### config.mk
export PLATFORM = sky130hd
export DESIGN_NAME = psm_ctrl
export DESIGN_NICKNAME = d
export VERILOG_FILES = /design/src/rtl/psm_pkg.sv /design/src/rtl/psm_rst_sync.sv /design/src/rtl/psm_sync.sv /design/src/rtl/psm_regfile.sv /design/src/rtl/psm_flag.sv /design/src/rtl/psm_ctrl.sv
export SDC_FILE = /design/constraint.sdc
export NUM_CORES = 1
export LEC_CHECK = 0
export ABC_CLOCK_PERIOD_IN_PS = 1100
export BUFFER_PORTS_ARGS = -buffer_cell sky130_fd_sc_hd__buf_2
export CORE_AREA = 2 2 39 41
export CTS_CLUSTER_DIAMETER = 80
export DETAILED_ROUTE_END_ITERATION = 16
export DIE_AREA = 0 0 41 43
export RECOVER_POWER = 50
export REMOVE_ABC_BUFFERS = 1
export SYNTH_ARGS = -nofsm -noshare
export SYNTH_HDL_FRONTEND = slang
export SYNTH_HIERARCHICAL = 1
export SYNTH_SLANG_ARGS = --single-unit
### constraint.sdc
create_clock -name clk -period 1.1 [get_ports clk]
set_input_delay 0.22 -clock clk [delete_from_list [all_inputs] [get_ports clk]]
set_output_delay 0.22 -clock clk [all_outputs]
set_load 0.01 [all_outputs]
### src/rtl/psm_pkg.sv
package psm_pkg;
  localparam int DATA_W   = 8;
  localparam int BIT_FLAG = 0;
  localparam int BIT_EN   = 1;
  localparam int BIT_TRIP = 2;
  localparam int BIT_STAT = 3;

  typedef struct packed {
    logic trip_hi;
    logic mon_en;
  } psm_ctl_t;
endpackage

### src/rtl/psm_rst_sync.sv
module psm_rst_sync #(
  parameter int STAGES = 2
) (
  input  logic clk,
  input  logic rst_n,
  output logic rst_n_sync
);
  logic [STAGES-1:0] chain_q;

  always_ff @(posedge clk or negedge rst_n) begin
    if (!rst_n) chain_q <= '0;
    else        chain_q <= {chain_q[STAGES-2:0], 1'b1};
  end

  assign rst_n_sync = chain_q[STAGES-1];
endmodule

### src/rtl/psm_sync.sv
module psm_sync #(
  parameter int   STAGES  = 2,
  parameter logic RST_VAL = 1'b1
) (
  input  logic clk,
  input  logic rst_n,
  input  logic d_async,
  output logic q_sync
);
  logic [STAGES-1:0] stage_q;
  logic [STAGES-1:0] stage_nxt;

  always_comb begin
    stage_nxt = {stage_q[STAGES-2:0], d_async};
  end

  always_ff @(posedge clk or negedge rst_n) begin
    if (!rst_n) stage_q <= {STAGES{RST_VAL}};
    else        stage_q <= stage_nxt;
  end

  assign q_sync = stage_q[STAGES-1];
endmodule

### src/rtl/psm_regfile.sv
module psm_regfile
  import psm_pkg::*;
(
  input  logic              clk,
  input  logic              rst_n,
  input  logic              wr_en,
  input  logic [DATA_W-1:0] wdata,
  input  logic              status,
  input  logic              flag,
  output psm_ctl_t          ctl,
  output logic              clr_req,
  output logic [DATA_W-1:0] rdata
);
  psm_ctl_t ctl_q;
  psm_ctl_t ctl_nxt;
  logic     wdata_unused;

  assign wdata_unused = ^wdata[DATA_W-1:BIT_STAT];

  always_comb begin
    ctl_nxt         = ctl_q;
    ctl_nxt.mon_en  = wdata[BIT_EN];
    ctl_nxt.trip_hi = wdata[BIT_TRIP];
  end

  always_ff @(posedge clk or negedge rst_n) begin
    if (!rst_n)     ctl_q <= '0;
    else if (wr_en) ctl_q <= ctl_nxt;
  end

  assign clr_req = wr_en & wdata[BIT_FLAG];
  assign ctl     = ctl_q;

  always_comb begin
    rdata           = '0;
    rdata[BIT_FLAG] = flag;
    rdata[BIT_EN]   = ctl_q.mon_en;
    rdata[BIT_TRIP] = ctl_q.trip_hi;
    rdata[BIT_STAT] = status;
  end
endmodule

### src/rtl/psm_flag.sv
module psm_flag (
  input  logic clk,
  input  logic rst_n,
  input  logic mon_en,
  input  logic cmp_sync,
  input  logic clr_req,
  output logic status,
  output logic flag
);
  logic flag_q, flag_nxt;
  logic armed_q, armed_nxt;
  logic set_cond;
  logic clr_ok;

  assign status   = cmp_sync | ~mon_en;
  assign set_cond = ~status & armed_q;
  assign clr_ok   = clr_req & status;

  always_comb begin
    flag_nxt  = flag_q;
    armed_nxt = armed_q;
    if (clr_ok)   flag_nxt = 1'b0;
    if (set_cond) flag_nxt = 1'b1;
    if (set_cond)      armed_nxt = 1'b0;
    else if (cmp_sync) armed_nxt = 1'b1;
  end

  always_ff @(posedge clk or negedge rst_n) begin
    if (!rst_n) begin
      flag_q  <= 1'b0;
      armed_q <= 1'b1;
    end else begin
      flag_q  <= flag_nxt;
      armed_q <= armed_nxt;
    end
  end

  assign flag = flag_q;
endmodule

### src/rtl/psm_ctrl.sv
module psm_ctrl
  import psm_pkg::*;
#(
  parameter int SYNC_STAGES = 2,
  parameter int RST_STAGES  = 2
) (
  input  logic              clk,
  input  logic              rst_n,
  input  logic              cmp_async,
  input  logic              irq_en,
  input  logic              wr_en,
  input  logic [DATA_W-1:0] wdata,
  output logic [DATA_W-1:0] rdata,
  output logic              mon_en,
  output logic              trip_hi,
  output logic              irq
);
  logic     rst_n_i;
  logic     cmp_sync;
  logic     status;
  logic     flag;
  logic     clr_req;
  psm_ctl_t ctl;

  psm_rst_sync #(.STAGES(RST_STAGES)) u_rst (
    .clk        (clk),
    .rst_n      (rst_n),
    .rst_n_sync (rst_n_i)
  );

  psm_sync #(.STAGES(SYNC_STAGES), .RST_VAL(1'b1)) u_sync (
    .clk     (clk),
    .rst_n   (rst_n_i),
    .d_async (cmp_async),
    .q_sync  (cmp_sync)
  );

  psm_regfile u_regs (
    .clk     (clk),
    .rst_n   (rst_n_i),
    .wr_en   (wr_en),
    .wdata   (wdata),
    .status  (status),
    .flag    (flag),
    .ctl     (ctl),
    .clr_req (clr_req),
    .rdata   (rdata)
  );

  psm_flag u_flag (
    .clk      (clk),
    .rst_n    (rst_n_i),
    .mon_en   (ctl.mon_en),
    .cmp_sync (cmp_sync),
    .clr_req  (clr_req),
    .status   (status),
    .flag     (flag)
  );

  assign mon_en  = ctl.mon_en;
  assign trip_hi = ctl.trip_hi;
  assign irq     = flag & irq_en;
endmodule

==> metrics.txt <==
most frequent cells in the layout=buf_2, conb_1, dfrtp_1; port buffer count=14; CP endpoint kind=primary output; failing checks=negative setup slack; cell area after placement=around 400 µm²; Peak VDD IR=423 µV; status=finished, violations left; Vias=between 200 and 250; worst endpoint required time=between 0.8 and 0.9 ns; synth unique cells=13; post-layout power=roughly 700 µW; Syn Area/Cell=roughly 13 µm²; Root Driver=clkbuf_4; Iter 0 DRT Violations=1; vias in the first global route=roughly 190; crit path kind=flop to primary output; Hold Vio Cnt, Final=0; Arr. time, crit path=0.99 ns; crit path time final=around 1.2 ns; Die Y-Extent=43 µm; Pre-antenna DRT Iters=4; setup TNS=-0.127 ns; FF+latch count, synth=8; first-pass GRT wire length=717 µm; P_leak=roughly 0.23 nW; die width=slightly above 40 µm; yosys warns=6; register area=between 200 and 250 µm²; Slew Viols, Final=0; clock sinks=8; Clk Latency, worst-skew pair=roughly 0.25 ns; Mapped Cells=28; Initial Utilization=0.255; area grow syn2layout=28.0%; wire per inst=approximately 8.4 µm; mux contribution to synthesized area=0.0638; DP Worst Slack=0.120 ns; final WL=506 µm; CTS Buffer Depth=2; max cap viols=0; initial antenna violation count=0; core box area=0.00138 mm²; largest net degree at the start of global routing=7; xor/xnor share of the synthesized area=0; largest fanout on the critical path=2; commonest non-fill, non-tap cell in the layout=buf_2; CTS tree=yes; RSZ-0062 raised after global routing=true; # DRC=0; Power Density=roughly 1600 mW/mm²; Synth Area in Simple Gates=0.0887; Ant. Diodes=0; Via density=~3.7; Ports=24; GR Overflow Total=0; Std-Cell Rows=14; register area share after synthesis=0.578; area occupied by multi-input gates=92.6 µm²; layout cells sized above 1=0.636; Final ANT Viol Nets=0; fill count=between 150 and 200; DIE AREA=0.00176 mm²; Synth Cell Area=353 µm²; CP Launch Type=flop; Hold Path Class=input pin to flop; # nets final=between 50 and 60; final instance area=about 450 µm²; Max Freq=0.826 GHz; Num CTS Buffers=3; Compound-Gate Fraction of Synth Area=0.0567; largest family of logic cells by synthesized area=buffers and inverters; clock slew at reported path FFs=~0.050 ns; final cycle utilization of the critical path=1.10; Finished Core Util=0.326; adder-cell share of the synthesized area=0; setup violators final=2; final setup margin=-0.110 ns; gr usage total=0.0700; RD Place Congestion=0.572; clk_skew=around 0.003 ns; # H-tree levels=1
[path summary, 6_finish.rpt]
kind | from | end | slack (ns) | depth (start not counted)
worst max register to register | u_sync/stage_q[1]$_DFF_PN1_ | u_flag/flag$_DFFE_PN0P_ | 0.18 | 3
worst min-delay path | cmp_async | u_sync/stage_q[0]$_DFF_PN1_ | 0.07 | 1
worst max-delay path | u_sync/stage_q[1]$_DFF_PN1_ | rdata[3] | -0.11 | 2
worst min register to register | u_rst/chain_q[1]$_DFF_PN0_ | u_flag/flag$_DFFE_PN0P_ | 0.10 | 0
min in group asynchronous | u_rst/chain_q[1]$_DFF_PN0_ | u_flag/flag$_DFFE_PN0P_ | 0.10 | 0
max in group asynchronous | rst_n | u_rst/chain_q[1]$_DFF_PN0_ | 0.70 | 2
[worst max-delay path: stages, from the launching register on]
cell	delay, ns
dfstp_2	0.52
nand2b_4	0.12
buf_6	0.10
[report_power, final]
group | switching [mW] | internal (mW) | total [mW] | leakage, nW
combinational | 0.0532 | 0.0677 | 0.121 | 0.128
clock | 0.0963 | 0.139 | 0.235 | 0.0150
sequential | 0.0214 | 0.326 | 0.347 | 0.0888
total | 0.171 | 0.532 | 0.703 | 0.232
[registers in the layout (all words and copies together), names as in the netlist]
signal          count
u_regs/ctl          2
u_sync/stage_q      2
u_rst/chain_q       2
u_flag/armed_q      1
u_flag/flag         1
[kinds of logic (layout without fill, tap and decap cells)]
family | count (synthesis) | count (layout)
mux | 2 | 2
simple gates | 4 | 4
flops | 8 | 8
buf+inv | 10 | 23
other cells | 2 | 5
compound gates | 2 | 2
[Yosys cell counts, drive strengths merged]
cell type	instances	share of area
buf	8	0.17
mux2	2	0.064
dfstp	3	0.22
o22ai	1	0.035
inv	2	0.021
nand2b	1	0.039
a21o	1	0.021
dfrtp	5	0.35
nor2	1	0.011
and2	2	0.039
conb	2	0.021
[stage by stage]
| stage | hold WS (ns) | cells |
|---|---|---|
| finish | 0.0691 | 60 |
| global placement | 0.00711 | 53 |
| global route | 0.0443 | 60 |
| CTS | 0.0551 | 59 |
| detailed placement | 0.00648 | 53 |
| floorplan | -0.0756 | 23 |
[what timing repair did]
| item | 4_1_cts | 5_1_grt |
|---|---|---|
| resized for setup | 2 | 0 |
| endpoints found under the setup margin | 4 | 4 |
| gates cloned | 0 | 0 |
| buffers inserted | 1 | 1 |
| pin swaps | 1 | 0 |
| hold buffers | 1 | 0 |
| hold endpoints to repair | 2 | 0 |
[cell type report]
| type | instances | area share |
|---|---|---|
| Multi-Input combinational cell | 13 | 0.205 |
| Tap cell | 16 | 0.0443 |
| Clock buffer | 4 | 0.0582 |
| Inverter | 2 | 0.0166 |
| Sequential cell | 8 | 0.454 |
| Timing Repair Buffer | 17 | 0.222 |
[layer usage]
| layer | vias up | part of all wire | GRT usage |
|---|---|---|---|
| met5 | - | 0 | 0 |
| met4 | 0 | 0 | 0.0800 |
| li1 | 106 | - | - |
| met1 | 96 | 0.37 | 0.0598 |
| met3 | 0 | 0.17 | 0.0471 |
| met2 | 17 | 0.46 | 0.0938 |
No activity file was read; power rests on OpenSTA's default activity.
